### config.mk
export PLATFORM = sky130hd
export DESIGN_NAME = defer_err_iq
export DESIGN_NICKNAME = d
export VERILOG_FILES = /design/src/rtl/iq_pkg.sv /design/src/rtl/iq_store.sv /design/src/rtl/iq_fetch_ctl.sv /design/src/rtl/iq_retire_track.sv /design/src/rtl/defer_err_iq.sv
export SDC_FILE = /design/constraint.sdc
export NUM_CORES = 1
export LEC_CHECK = 0
export BUFFER_PORTS_ARGS = -buffer_cell sky130_fd_sc_hd__buf_2
export CAP_MARGIN = 20
export CELL_PAD_IN_SITES_DETAIL_PLACEMENT = 0
export CELL_PAD_IN_SITES_GLOBAL_PLACEMENT = 1
export CORE_MARGIN = 2
export CORE_UTILIZATION = 40
export DETAILED_ROUTE_END_ITERATION = 7
export PLACE_DENSITY = 0.73
export REMOVE_ABC_BUFFERS = 1
export SYNTH_ARGS = -nofsm -noshare
export SYNTH_HDL_FRONTEND = slang
export SYNTH_SLANG_ARGS = --single-unit
### constraint.sdc
create_clock -name clk -period 6.4 [get_ports clk]
set_input_delay 1.28 -clock clk [delete_from_list [all_inputs] [get_ports clk]]
set_output_delay 1.28 -clock clk [all_outputs]
set_load 0.05 [all_outputs]
### src/rtl/iq_pkg.sv
// Shared constants and helpers for the deferred-error issue queue.
// Assumes a 3-bit instruction type code with bit 2 marking error-neutral types.
package iq_pkg;
    localparam int KIND_W      = 3;
    localparam int NEUTRAL_BIT = 2;
    localparam logic [KIND_W-1:0] KIND_LOAD = 3'd1;

    // True for types whose corruption cannot affect program outcome.
    function automatic logic kind_is_neutral(input logic [KIND_W-1:0] k);
        return k[NEUTRAL_BIT];
    endfunction

    // True for memory reads that can miss in the first-level cache.
    function automatic logic kind_is_load(input logic [KIND_W-1:0] k);
        return k == KIND_LOAD;
    endfunction
endpackage

### src/rtl/iq_store.sv
// Circular entry storage with write-time parity and issue-time check.
// Assumes DEPTH is a power of two (pointer and offset arithmetic wrap naturally),
// push never coincides with flush, and push is never requested when full.
module iq_store
    import iq_pkg::*;
#(
    parameter int DEPTH = 8,
    parameter int XLEN  = 32,
    parameter int SEQW  = 8,
    localparam int PTRW = $clog2(DEPTH),
    localparam int BITW = $clog2(XLEN),
    localparam int CNTW = $clog2(DEPTH + 1)
) (
    input  logic              clk,
    input  logic              rst_n,
    input  logic              push,
    input  logic [XLEN-1:0]   push_word,
    input  logic [KIND_W-1:0] push_kind,
    input  logic [SEQW-1:0]   push_seq,
    input  logic              pop,
    input  logic              flush,
    input  logic              inj_en,
    input  logic [PTRW-1:0]   inj_off,
    input  logic [BITW-1:0]   inj_bit,
    output logic              full,
    output logic              head_valid,
    output logic [XLEN-1:0]   head_word,
    output logic [KIND_W-1:0] head_kind,
    output logic [SEQW-1:0]   head_seq,
    output logic              head_tag
);
    logic [PTRW-1:0] head_q, tail_q;
    logic [CNTW-1:0] count_q;
    logic [PTRW-1:0] inj_slot;

    logic [XLEN-1:0]   word_a [DEPTH];
    logic [KIND_W-1:0] kind_a [DEPTH];
    logic [SEQW-1:0]   seq_a  [DEPTH];
    logic              par_a  [DEPTH];
    logic              vld_a  [DEPTH];

    // Physical slot addressed by the test flip, counted from the oldest entry.
    assign inj_slot = head_q + inj_off;

    for (genvar i = 0; i < DEPTH; i++) begin : g_slot
        logic [XLEN-1:0]   word_r;
        logic [KIND_W-1:0] kind_r;
        logic [SEQW-1:0]   seq_r;
        logic              par_r;
        logic              vld_r;
        logic              wr_here, flip_here, clr_here;

        assign wr_here   = push && (tail_q == PTRW'(i));
        assign flip_here = inj_en && (inj_slot == PTRW'(i));
        assign clr_here  = flush || (pop && (head_q == PTRW'(i)));

        // Slot register: load on write, flip on injection, drop on pop or flush.
        always_ff @(posedge clk) begin
            if (!rst_n) begin
                word_r <= '0;
                kind_r <= '0;
                seq_r  <= '0;
                par_r  <= 1'b0;
                vld_r  <= 1'b0;
            end else if (wr_here) begin
                word_r <= push_word;
                kind_r <= push_kind;
                seq_r  <= push_seq;
                par_r  <= ^{push_kind, push_word};
                vld_r  <= 1'b1;
            end else begin
                if (flip_here) word_r[inj_bit] <= ~word_r[inj_bit];
                if (clr_here)  vld_r <= 1'b0;
            end
        end

        assign word_a[i] = word_r;
        assign kind_a[i] = kind_r;
        assign seq_a[i]  = seq_r;
        assign par_a[i]  = par_r;
        assign vld_a[i]  = vld_r;
    end

    // Pointer and occupancy bookkeeping for the circular buffer.
    always_ff @(posedge clk) begin
        if (!rst_n) begin
            head_q  <= '0;
            tail_q  <= '0;
            count_q <= '0;
        end else if (flush) begin
            tail_q  <= head_q;
            count_q <= '0;
        end else begin
            if (pop)  head_q <= head_q + PTRW'(1);
            if (push) tail_q <= tail_q + PTRW'(1);
            count_q <= count_q + CNTW'(push) - CNTW'(pop);
        end
    end

    assign full       = (count_q == CNTW'(DEPTH));
    assign head_valid = vld_a[head_q];
    assign head_word  = word_a[head_q];
    assign head_kind  = kind_a[head_q];
    assign head_seq   = seq_a[head_q];

    // Suspect tag: parity mismatch on a type that can matter.
    always_comb begin
        head_tag = ((^{kind_a[head_q], word_a[head_q]}) ^ par_a[head_q])
                   && !kind_is_neutral(kind_a[head_q]);
    end

    assert_no_overflow_R2: assert property (@(posedge clk) disable iff (!rst_n)
        push |-> !full);
    assert_valid_tracks_count_R2: assert property (@(posedge clk) disable iff (!rst_n)
        head_valid == (count_q != '0));
    assert_pop_only_valid_R2: assert property (@(posedge clk) disable iff (!rst_n)
        pop |-> head_valid);
    assert_flush_empties_R8: assert property (@(posedge clk) disable iff (!rst_n)
        flush |=> !head_valid);
endmodule

### src/rtl/iq_fetch_ctl.sv
// Fetch sequence pointer, outstanding-load wait and miss refill control.
// Assumes at most one load outstanding, and ld_resp_valid only while one is.
module iq_fetch_ctl
    import iq_pkg::*;
#(
    parameter int SEQW = 8
) (
    input  logic            clk,
    input  logic            rst_n,
    input  logic            store_full,
    input  logic            fetch_valid,
    input  logic            issue_load,
    input  logic [SEQW-1:0] issue_seq,
    input  logic            ld_resp_valid,
    input  logic            ld_resp_miss,
    input  logic            refill_done,
    output logic            fetch_req,
    output logic [SEQW-1:0] fetch_seq,
    output logic            push,
    output logic            squash,
    output logic            ld_wait
);
    logic [SEQW-1:0] seq_q;
    logic [SEQW-1:0] ld_seq_q;
    logic            ld_wait_q;
    logic            refill_q;

    assign squash    = ld_resp_valid && ld_resp_miss && ld_wait_q;
    assign fetch_req = !store_full && !refill_q && !squash;
    assign push      = fetch_req && fetch_valid;
    assign fetch_seq = seq_q;
    assign ld_wait   = ld_wait_q;

    // Fetch pointer: advance per accepted instruction, rewind past a missing load.
    always_ff @(posedge clk) begin
        if (!rst_n)      seq_q <= '0;
        else if (squash) seq_q <= ld_seq_q + SEQW'(1);
        else if (push)   seq_q <= seq_q + SEQW'(1);
    end

    // Outstanding load: record its sequence number, clear on any response.
    always_ff @(posedge clk) begin
        if (!rst_n) begin
            ld_wait_q <= 1'b0;
            ld_seq_q  <= '0;
        end else if (issue_load) begin
            ld_wait_q <= 1'b1;
            ld_seq_q  <= issue_seq;
        end else if (ld_resp_valid) begin
            ld_wait_q <= 1'b0;
        end
    end

    // Refill hold: fetch paused from a miss until the miss is resolved.
    always_ff @(posedge clk) begin
        if (!rst_n)           refill_q <= 1'b0;
        else if (squash)      refill_q <= 1'b1;
        else if (refill_done) refill_q <= 1'b0;
    end

    assert_rewind_after_miss_R8: assert property (@(posedge clk) disable iff (!rst_n)
        squash |=> fetch_seq == $past(ld_seq_q) + SEQW'(1));
    assert_fetch_held_R9: assert property (@(posedge clk) disable iff (!rst_n)
        squash |=> !fetch_req);
    assert_held_until_done_R9: assert property (@(posedge clk) disable iff (!rst_n)
        (refill_q && !refill_done) |=> !fetch_req);
    assert_single_load_R7: assert property (@(posedge clk) disable iff (!rst_n)
        issue_load |-> !ld_wait_q);
endmodule

### src/rtl/iq_retire_track.sv
// In-order record of issued instructions and their suspect tags until commit.
// Turns a tag into a machine-check pulse only for a right-path commit.
// Assumes the commit side never commits more instructions than were issued.
module iq_retire_track #(
    parameter int DEPTH = 8,
    parameter int SEQW  = 8,
    localparam int PTRW = $clog2(DEPTH),
    localparam int CNTW = $clog2(DEPTH + 1)
) (
    input  logic            clk,
    input  logic            rst_n,
    input  logic            push,
    input  logic [SEQW-1:0] push_seq,
    input  logic            push_tag,
    input  logic            cmt_valid,
    input  logic            cmt_wrong,
    output logic            full,
    output logic            mchk_valid,
    output logic [SEQW-1:0] mchk_seq
);
    logic [SEQW-1:0] seq_m [DEPTH];
    logic            tag_m [DEPTH];
    logic [PTRW-1:0] head_q, tail_q;
    logic [CNTW-1:0] count_q;
    logic            pop;
    logic            mchk_q;
    logic [SEQW-1:0] mchk_seq_q;

    assign pop  = cmt_valid && (count_q != '0);
    assign full = (count_q == CNTW'(DEPTH));

    // Record storage: written at issue, no reset needed behind the count.
    always_ff @(posedge clk) begin
        if (push) begin
            seq_m[tail_q] <= push_seq;
            tag_m[tail_q] <= push_tag;
        end
    end

    // Pointer and occupancy bookkeeping for outstanding instructions.
    always_ff @(posedge clk) begin
        if (!rst_n) begin
            head_q  <= '0;
            tail_q  <= '0;
            count_q <= '0;
        end else begin
            if (push) tail_q <= (tail_q == PTRW'(DEPTH - 1)) ? '0 : tail_q + PTRW'(1);
            if (pop)  head_q <= (head_q == PTRW'(DEPTH - 1)) ? '0 : head_q + PTRW'(1);
            count_q <= count_q + CNTW'(push) - CNTW'(pop);
        end
    end

    // Machine-check pulse: tagged, right-path commit reports the next cycle.
    always_ff @(posedge clk) begin
        if (!rst_n) begin
            mchk_q     <= 1'b0;
            mchk_seq_q <= '0;
        end else begin
            mchk_q <= pop && tag_m[head_q] && !cmt_wrong;
            if (pop) mchk_seq_q <= seq_m[head_q];
        end
    end

    assign mchk_valid = mchk_q;
    assign mchk_seq   = mchk_seq_q;

    assert_mchk_follows_commit_R5: assert property (@(posedge clk) disable iff (!rst_n)
        mchk_valid |-> $past(cmt_valid));
    assert_no_wrong_path_mchk_R6: assert property (@(posedge clk) disable iff (!rst_n)
        mchk_valid |-> !$past(cmt_wrong));
    assert_no_overflow_R10: assert property (@(posedge clk) disable iff (!rst_n)
        push |-> !full);
    assert_commit_has_record_R10: assert property (@(posedge clk) disable iff (!rst_n)
        cmt_valid |-> count_q != '0);
endmodule

### src/rtl/defer_err_iq.sv
// Top of the parity-protected issue queue with deferred error reporting.
// Ties storage, fetch/miss control and the commit tracker together, and gates
// issue on an outstanding load and on a full tracker.
// Assumes an in-order pipeline: everything still queued is younger than any issued load.
module defer_err_iq
    import iq_pkg::*;
#(
    parameter int DEPTH     = 8,
    parameter int XLEN      = 32,
    parameter int SEQW      = 8,
    parameter int TRK_DEPTH = 8,
    localparam int PTRW = $clog2(DEPTH),
    localparam int BITW = $clog2(XLEN)
) (
    input  logic              clk,
    input  logic              rst_n,
    output logic              fetch_req,
    output logic [SEQW-1:0]   fetch_seq,
    input  logic              fetch_valid,
    input  logic [XLEN-1:0]   fetch_word,
    input  logic [KIND_W-1:0] fetch_kind,
    output logic              iss_valid,
    input  logic              iss_ready,
    output logic [XLEN-1:0]   iss_word,
    output logic [KIND_W-1:0] iss_kind,
    output logic [SEQW-1:0]   iss_seq,
    output logic              iss_tag,
    input  logic              ld_resp_valid,
    input  logic              ld_resp_miss,
    input  logic              refill_done,
    input  logic              cmt_valid,
    input  logic              cmt_wrong,
    output logic              mchk_valid,
    output logic [SEQW-1:0]   mchk_seq,
    input  logic              inj_en,
    input  logic [PTRW-1:0]   inj_off,
    input  logic [BITW-1:0]   inj_bit
);
    logic store_full, head_valid, head_tag;
    logic push, squash, ld_wait, trk_full;
    logic iss_fire, issue_load;

    // Issue gate: head present, no load in flight, room to track it.
    assign iss_valid  = head_valid && !ld_wait && !trk_full;
    assign iss_fire   = iss_valid && iss_ready;
    assign issue_load = iss_fire && kind_is_load(iss_kind);
    assign iss_tag    = head_tag;

    iq_store #(.DEPTH(DEPTH), .XLEN(XLEN), .SEQW(SEQW)) u_store (
        .clk        (clk),
        .rst_n      (rst_n),
        .push       (push),
        .push_word  (fetch_word),
        .push_kind  (fetch_kind),
        .push_seq   (fetch_seq),
        .pop        (iss_fire),
        .flush      (squash),
        .inj_en     (inj_en),
        .inj_off    (inj_off),
        .inj_bit    (inj_bit),
        .full       (store_full),
        .head_valid (head_valid),
        .head_word  (iss_word),
        .head_kind  (iss_kind),
        .head_seq   (iss_seq),
        .head_tag   (head_tag)
    );

    iq_fetch_ctl #(.SEQW(SEQW)) u_fetch (
        .clk           (clk),
        .rst_n         (rst_n),
        .store_full    (store_full),
        .fetch_valid   (fetch_valid),
        .issue_load    (issue_load),
        .issue_seq     (iss_seq),
        .ld_resp_valid (ld_resp_valid),
        .ld_resp_miss  (ld_resp_miss),
        .refill_done   (refill_done),
        .fetch_req     (fetch_req),
        .fetch_seq     (fetch_seq),
        .push          (push),
        .squash        (squash),
        .ld_wait       (ld_wait)
    );

    iq_retire_track #(.DEPTH(TRK_DEPTH), .SEQW(SEQW)) u_track (
        .clk        (clk),
        .rst_n      (rst_n),
        .push       (iss_fire),
        .push_seq   (iss_seq),
        .push_tag   (head_tag),
        .cmt_valid  (cmt_valid),
        .cmt_wrong  (cmt_wrong),
        .full       (trk_full),
        .mchk_valid (mchk_valid),
        .mchk_seq   (mchk_seq)
    );

    assert_load_blocks_issue_R7: assert property (@(posedge clk) disable iff (!rst_n)
        issue_load |=> !iss_valid);
    assert_neutral_never_tagged_R4: assert property (@(posedge clk) disable iff (!rst_n)
        (iss_valid && iss_kind[NEUTRAL_BIT]) |-> !iss_tag);
    assert_miss_stops_issue_R8: assert property (@(posedge clk) disable iff (!rst_n)
        squash |=> !iss_valid);
endmodule

# [Word-level counts from Yosys, hierarchy flattened]
# Memories as Yosys holds them, arrays and structs flattened. A register that Yosys moved wholly into a read port is not among the register bits.
# Index checks and enable logic that the tools add are counted.
[totals] regBits=399 ram_bits=72 output_inout_bits=63 wordCells=273 mem_count=2
[classes] add_sub_neg=11 n_lt_le_gt_ge=3 n_eq_ne=26 muxes=87 bitwise=12 n_reduce_logical=81
[mem_list] name="u_track.seq_m" depth=8 word_bits=8 read_ports=1 rd_clocked_by_memory_dff=1 wr=1 line_no="iq_retire_track.sv:21" source="logic [SEQW-1:0] seq_m [DEPTH];"
[mem_list] name="u_track.tag_m" depth=8 word_bits=1 read_ports=1 rd_clocked_by_memory_dff=1 wr=1 line_no="iq_retire_track.sv:22" source="logic tag_m [DEPTH];"
[ops] op="2-to-1 mux 32 bit" n=18
[ops] op="bitwise mux 32 bit" n=8
[ops] op="binary-select mux 32 bit (select 3 bit)" n=1
[ops] op="XOR reduction 35 bit" n=2
[ops] op="== test 3 bit (second input constant)" n=14
[ops] op="binary-select mux 1 bit (select 5 bit)" n=8
[ops] op="logical AND 1 bit" n=38
[ops] op="nonzero test 2 bit" n=19
[ops] op="2-to-1 mux 1 bit" n=35
[ops] op="2-to-1 mux 8 bit" n=4
[ops] op="binary-select mux 8 bit (select 3 bit)" n=1
[ops] op="2-to-1 mux 3 bit" n=8
[ops] op="== test 3 x 2 -> 1 bit (second input constant)" n=6
[ops] op="adder 8 x 1 -> 8 bit (second input constant)" n=2
[ops] op="adder 3 x 1 -> 3 bit (second input constant)" n=4
[ops] op="== test 3 x 1 -> 1 bit (second input constant)" n=4
[ops] op="NOT 1 bit" n=10
[ops] op="binary-select mux 3 bit (select 3 bit)" n=1
[ops] op="logical NOT 3 bit" n=3
[ops] op="adder 4 x 1 -> 4 bit" n=2
[ops] op="== test 4 bit (second input constant)" n=2
[ops] op="logical NOT 1 bit" n=8
[ops] op="logical OR 1 bit" n=8
[ops] op="subtractor 4 x 1 -> 4 bit" n=2
[ops] op="11 further kinds" n=12

# [Logic depth before layout (Yosys ltp)]
[depth] depth_word=11 mapped_depth=17 depth_no_buf=12

# [Modules after synthesis]
# From an unflattened synthesis, not the netlist that was laid out.
[unflattened] hier_cells=2856 area_unflattened_um2=26429.1
[by_module_without_submodules] mod="iq_store" n_inst=1 cells_per_inst=2518 area_per_inst_um2=21792.2
[by_module_without_submodules] mod="iq_retire_track" n_inst=1 cells_per_inst=231 area_per_inst_um2=3722.3
[by_module_without_submodules] mod="iq_fetch_ctl" n_inst=1 cells_per_inst=103 area_per_inst_um2=884.6
[by_module_without_submodules] mod="defer_err_iq" n_inst=1 cells_per_inst=4 area_per_inst_um2=30.0

# [Worst setup path after synthesis]
# OpenSTA, ideal clock, no wires.
[synth_path] path_type="flip-flop to output port" startpoint="register u_store.head_q[0]" endpoint="output port iss_tag" t_arrival_ns=4.611 setup_slack_ns=0.509 stages_incl_launch_ff=16 cell_sequence="dfxtp_1 > buf_6 > buf_6 > buf_4 > buf_2 > buf_2 > buf_2 > mux4_2 > nand2_1 > nand2_1 > ha_1 > xnor2_1 > xor2_1 > xor3_1 > xnor3_1 > nor2_1"
[synth_between] elab_chain_cells=7 word_cells_on_any_way=14 cone_classes="mux: 9; bitwise: 2; reduce/logical: 3"
[synth_rtl] item="start, declared" line_no="iq_store.sv:32" source="logic [PTRW-1:0] head_q, tail_q;"
[synth_rtl] item="start signal, assigned" line_no="iq_store.sv:94" source="if (pop) head_q <= head_q + PTRW'(1);"
[synth_rtl] item="NOT 3 -> 4 bit"
[synth_rtl] item="binary-select mux 3 bit (select 3 bit)"
[synth_rtl] item="2-to-1 mux 3 bit (2 in series)"
[synth_rtl] item="named net iss_kind[0]" line_no="defer_err_iq.sv:25" source="output logic [KIND_W-1:0] iss_kind,"
[synth_rtl] item="XOR reduction 35 bit" line_no="iq_store.sv:108" source="head_tag = ((^{kind_a[head_q], word_a[head_q]}) ^ par_a[head_q])"
[synth_rtl] item="XOR 1 bit" line_no="iq_store.sv:108"
[synth_rtl] item="logical AND 1 bit" line_no="iq_store.sv:109" source="&& !kind_is_neutral(kind_a[head_q]);"
[synth_rtl] item="end, declared" line_no="defer_err_iq.sv:27" source="output logic iss_tag,"
# The timed path passes the listed nets, and every way through them passes these cells. The select of a mux whose other input is x is not followed.

# [Final worst setup path]
[layout_path] startpoint="register u_store.head_q[0]" endpoint="output port iss_tag"
[layout_between] elab_chain_cells=7 word_cells_on_any_way=14 cone_classes="mux: 9; bitwise: 2; reduce/logical: 3"
[layout_rtl] item="NOT 3 -> 4 bit (implied by the code) *" line_no="iq_store.sv:108, iq_store.sv:109"
[layout_rtl] item="binary-select mux 32 bit (select 3 bit) or binary-select mux 3 bit (select 3 bit) (tied branches)" line_no="iq_store.sv:108, iq_store.sv:109"
[layout_rtl] item="2-to-1 mux 32 bit (implied by the code) or 2-to-1 mux 3 bit (tied branches) (2 in series)" line_no="iq_store.sv:108, iq_store.sv:109"
[layout_rtl] item="XOR reduction 35 bit" line_no="iq_store.sv:108"
[layout_rtl] item="XOR 1 bit" line_no="iq_store.sv:108"
[layout_rtl] item="logical AND 1 bit *" line_no="iq_store.sv:109"
# Every way passes the cells marked *; elsewhere a longest branch is shown, timed or not. The select of a mux whose other input is x is not followed.

==> results.txt <==
The worst register-to-register path begins at u_store.head_q[0]$_SDFFE_PN0P_. For this run, the number of Yosys warnings is 0. In this run the power density over the cells is 385 mW/mm². In this run the core area contains 94 standard-cell rows. The clock root buffer master was sky130_fd_sc_hd__clkbuf_16. The setup path with the least slack is of type reg -> out.

After synthesis the cells add up to 0.0263 mm². The tools report the count of vias placed by the detailed router as 23500. The master of the slowest instance on the critical path was sky130_fd_sc_hd__dfxtp_4. DRC violation total after the first TritonRoute iteration: 2685. The logs give 0.0679 mm² for the area of the die and 8 for the first-pass detailed-route iteration total. After detailed routing, the average wire length per cell comes to 26.1 µm.

The type of the tightest min-delay check was reg -> reg. The largest net degree at the start of global routing was 119. By area the synthesized netlist is led by sky130_fd_sc_hd__dfxtp_1 (31%), sky130_fd_sc_hd__mux4_2 (14%), sky130_fd_sc_hd__o21ai_0 (10%), sky130_fd_sc_hd__edfxtp_1 (8.2%), sky130_fd_sc_hd__nand2_1 (5.5%). The number of buffers on the longest clock path was 3; the leakage component of the power was 9.77 nW. Across the VDD grid, the largest voltage drop is 664 µV. The synthesized design contains 482 register bits. The total setup violations reported at the end of the flow was 0; the final standard cell area without fillers was 0.0293 mm². The maximum clock skew at final layout was 0.0428 ns. The most critical setup path has its startpoint at u_store.head_q[0]$_SDFFE_PN0P_. The cell count after placement is 3644, and the standard cell area after detailed placement is 0.0272 mm².

Setup repair after global routing left no endpoint under its margin. The most common cell in the netlist is sky130_fd_sc_hd__o21ai_0. The number of top-level design ports is 116, and the data arrival time of the critical path is 4.75 ns. The layout overhead on the synthesized area is 11.2%. The detailed-route wire length is 97.9 mm, and the number of enable-type register cells in the synthesized netlist is 72. Along the worst path, the maximum fanout reaches 29. The die width works out to 261 µm.

From bottom edge to top edge, the die measures 261 µm. TritonCTS built the clock tree. Latest clock arrival within the worst-skew pair: 0.66 ns. Counting instances in the post-synthesis netlist gives the leading cell types as sky130_fd_sc_hd__o21ai_0 (536), sky130_fd_sc_hd__dfxtp_1 (410), sky130_fd_sc_hd__nand2_1 (383). The mean instance size in the synthesized netlist was 9.00 µm². The depth of the worst register-to-register path came out at 14. Number of antenna violations at the first check in global routing: 2. The via count of the first global-routing pass was 22600; the longest individual stage delay on the worst path was 0.72 ns.

After layout, the worst path uses 94.2% of the clock period. For this run, the post-layout net count is 2927. Of all cell types, the one taking the most synthesized area is sky130_fd_sc_hd__dfxtp_1. The H-tree was split into 2 levels.

The run gives 0 as the number of pins with negative max-slew slack in the final report. The count of nets left with antenna violations once routing finished came out at 0. The total design power was 11.3 mW. The core region is 0.0655 mm². The tools report the endpoint of the most critical register-to-register path as u_store.count_q[2]$_SDFF_PP0_. The predominant post-synthesis flop cell is sky130_fd_sc_hd__dfxtp_1. The worst pin sits at a relative slew slack of 22.3%.

After synthesis, flip-flops and latches occupy 39.4% of the total area. The run gives 28.5% as the overall track demand over capacity in global routing. Pin slew with the least headroom to its limit: 1.16 ns. Once the floorplan was initialized, standard cells occupied 40.2% of the core. The logs give 482 for the count of clock tree sinks and 2925 for the cell count after synthesis.

Register-to-register setup slack: 1.85 ns. The run finished, with violations left. The global-route wire length before repair is 147 mm, and the post-detailed-placement half-perimeter wirelength is 63.4 mm. After clock tree synthesis, the flow added hold-fix buffers numbering 0. Summed over all layers, the global routing overflow is 0. The worst setup path is launched from a flop.

The checks that failed: design-rule violations. The signal on the critical path passes through buf_12 > mux4_2 > xor2_1 > mux2i_1 > xnor2_1 > xnor2_1 > xnor3_1 > xnor3_1 > nor2_1 > buf_2. The tools report the count of different cell masters after synthesis as 50.

The routed design could run at a clock period as short as 6.03 ns. In the routed layout, each cell is associated on average with a via count of 6.25. The count of buffers added on input and output ports is 115.

The share of flip-flops with an asynchronous set or reset after synthesis came out at 0%. The number of endpoints with negative hold slack in the final report is 0, and the number of buffers inserted by post-CTS setup repair is 0. The tool flagged a number of max-cap violations equal to 0. STA classifies the critical path endpoint as an output port. The top achievable clock speed was 166 MHz; the number of buffers added by the clock tree synthesis step was 56. The fraction of final layout cells sized beyond drive strength 1 works out to 16.7%. The run gives 0.920 as the weighted congestion at the end of routability-driven global placement. After clock tree synthesis, the repair step resized 0 gates.

After clock tree synthesis, the clock-pin slew on the worst setup and hold paths is 0.06 ns. After the flow finishes, the layout carries non-filler instances totaling 3752. In this run the worst setup path terminates at iss_tag. In the routed design, unresolved DRC markers number 14. The area share of the largest cell type after synthesis was 31.2%. The required time reported for the critical path endpoint came out at 5.12 ns.
==> placed cells by master (no fill, tap or decap), types with 9 or more instances in the layout <==
| cell | instances |
|---|---|
| sky130_fd_sc_hd__clkbuf_16 | 58 |
| sky130_fd_sc_hd__nand3_1 | 81 |
| sky130_fd_sc_hd__inv_1 | 22 |
| sky130_fd_sc_hd__xnor2_1 | 66 |
| sky130_fd_sc_hd__mux4_2 | 164 |
| sky130_fd_sc_hd__and3_1 | 11 |
| sky130_fd_sc_hd__a31oi_1 | 67 |
| sky130_fd_sc_hd__mux2i_1 | 16 |
| sky130_fd_sc_hd__dfxtp_1 | 407 |
| sky130_fd_sc_hd__ha_1 | 30 |
| sky130_fd_sc_hd__a22oi_1 | 18 |
| sky130_fd_sc_hd__o211ai_1 | 48 |
| sky130_fd_sc_hd__buf_2 | 113 |
| sky130_fd_sc_hd__nand4_1 | 11 |
| sky130_fd_sc_hd__o21ai_0 | 536 |
| sky130_fd_sc_hd__nand2_1 | 376 |
| sky130_fd_sc_hd__nor2_1 | 161 |
| sky130_fd_sc_hd__edfxtp_1 | 72 |
| sky130_fd_sc_hd__a21oi_1 | 242 |
| sky130_fd_sc_hd__buf_4 | 69 |
| sky130_fd_sc_hd__clkbuf_8 | 12 |
| sky130_fd_sc_hd__xor2_1 | 28 |
| sky130_fd_sc_hd__clkbuf_1 | 9 |
| sky130_fd_sc_hd__clkinv_2 | 11 |
| sky130_fd_sc_hd__a22o_1 | 10 |
| sky130_fd_sc_hd__a211oi_1 | 16 |
| sky130_fd_sc_hd__o21a_1 | 129 |
==> registers in the layout, indices dropped and copies added (netlist names), named ones only <==
signal and count:
u_fetch.fetch_seq 8, u_track.mchk_valid 1, u_fetch.ld_wait 1, u_store.g_slot.par_r 8, u_store.count_q 4, u_track.head_q 3
u_store.tail_q 3, u_fetch.refill_q 1, u_track.count_q 4, u_store.head_q 3, u_store.g_slot.kind_r 24, u_track.tail_q 3
u_store.g_slot.vld_r 8, u_track.seq_m 64, u_store.g_slot.seq_r 64, u_track.tag_m 8, u_store.g_slot.word_r 256, u_track.mchk_seq 8
u_fetch.ld_seq_q 8
==> critical path, delay by kind of cell (launching register included) <==
family | cells | cell delay [ns]
buffers and inverters | 2 | 0.67
AND/OR/NAND/NOR | 1 | 0.44
XOR/XNOR | 5 | 1.51
flip-flops | 1 | 0.72
multiplexers | 2 | 0.71
==> metal layers <==
metal	part of all wire [%]	vias to the layer above	GRT usage [%]	wire [µm]
li1	-	10500	-	-
met1	40	11500	36.7	39100
met2	46	1259	46.3	45200
met3	8.7	292	5.42	8570
met4	5.2	2	13.7	5060
met5	0.012	-	0	12
==> how the worst min path moves through the flow <==
stage | startpoint | endpoint | cells after the start
after floorplan | u_store.g_slot[2].kind_r[0]$_SDFFE_PN0P_ | u_store.g_slot[2].kind_r[0]$_SDFFE_PN0P_ | 2
after global placement | u_store.g_slot[0].seq_r[2]$_SDFFE_PN0P_ | u_store.g_slot[0].seq_r[2]$_SDFFE_PN0P_ | 2
after detailed placement | u_store.g_slot[6].seq_r[6]$_SDFFE_PN0P_ | u_store.g_slot[6].seq_r[6]$_SDFFE_PN0P_ | 2
after CTS | u_store.g_slot[6].seq_r[6]$_SDFFE_PN0P_ | u_store.g_slot[6].seq_r[6]$_SDFFE_PN0P_ | 2
after global routing | u_store.g_slot[5].seq_r[1]$_SDFFE_PN0P_ | u_store.g_slot[5].seq_r[1]$_SDFFE_PN0P_ | 2
final | u_store.g_slot[0].seq_r[2]$_SDFFE_PN0P_ | u_store.g_slot[0].seq_r[2]$_SDFFE_PN0P_ | 2
==> report_power, final <==
part,total [mW],switching (mW),internal [mW]
Sequential,3.81,0.298,3.52
Clock,3.43,1.42,2.02
Combinational,4.03,2.65,1.38
==> cell families (layout without fill, tap and decap cells) <==
kind of cell             Yosys count  in the layout  share of synthesized area [%]
AO/OA/AOI/OAI                   1088           1088                           23.5
XOR/XNOR                          98             98                           3.47
adder cells (fa/ha/maj)           33             33                           1.65
buffers and inverters            353            315                           5.78
flip-flops                       482            482                           39.4
multiplexers                     188            188                           15.4
other                              0              1                              0
AND/OR/NAND/NOR                  683            683                           10.7
==> per-stage QoR <==
step / setup TNS [ns] / util [%] / hold slack [ns] / setup WS [ns]
2_1_floorplan: -93.81 / - / 0.433 / -1.34
3_3_place_gp: 0 / 41.6 / 0.438 / 1.16
3_5_place_dp: 0 / 41.6 / 0.447 / 1.02
4_1_cts: 0 / 44.6 / 0.455 / 0.297
5_1_grt: 0 / 44.7 / 0.466 / 0.0878
6_report: 0 / 44.7 / 0.455 / 0.372
==> area by class of cell <==
type,count,area [µm²]
fillers,6221,36200
multi-input cells,2090,14600
flip-flops and latches,482,10400
clock buffers,80,1660
repair buffers,187,1170
well taps,864,1080
clock inverters,24,334
inverters,24,95.1
diodes,1,2.50
Power figures use the tool's default switching activity.
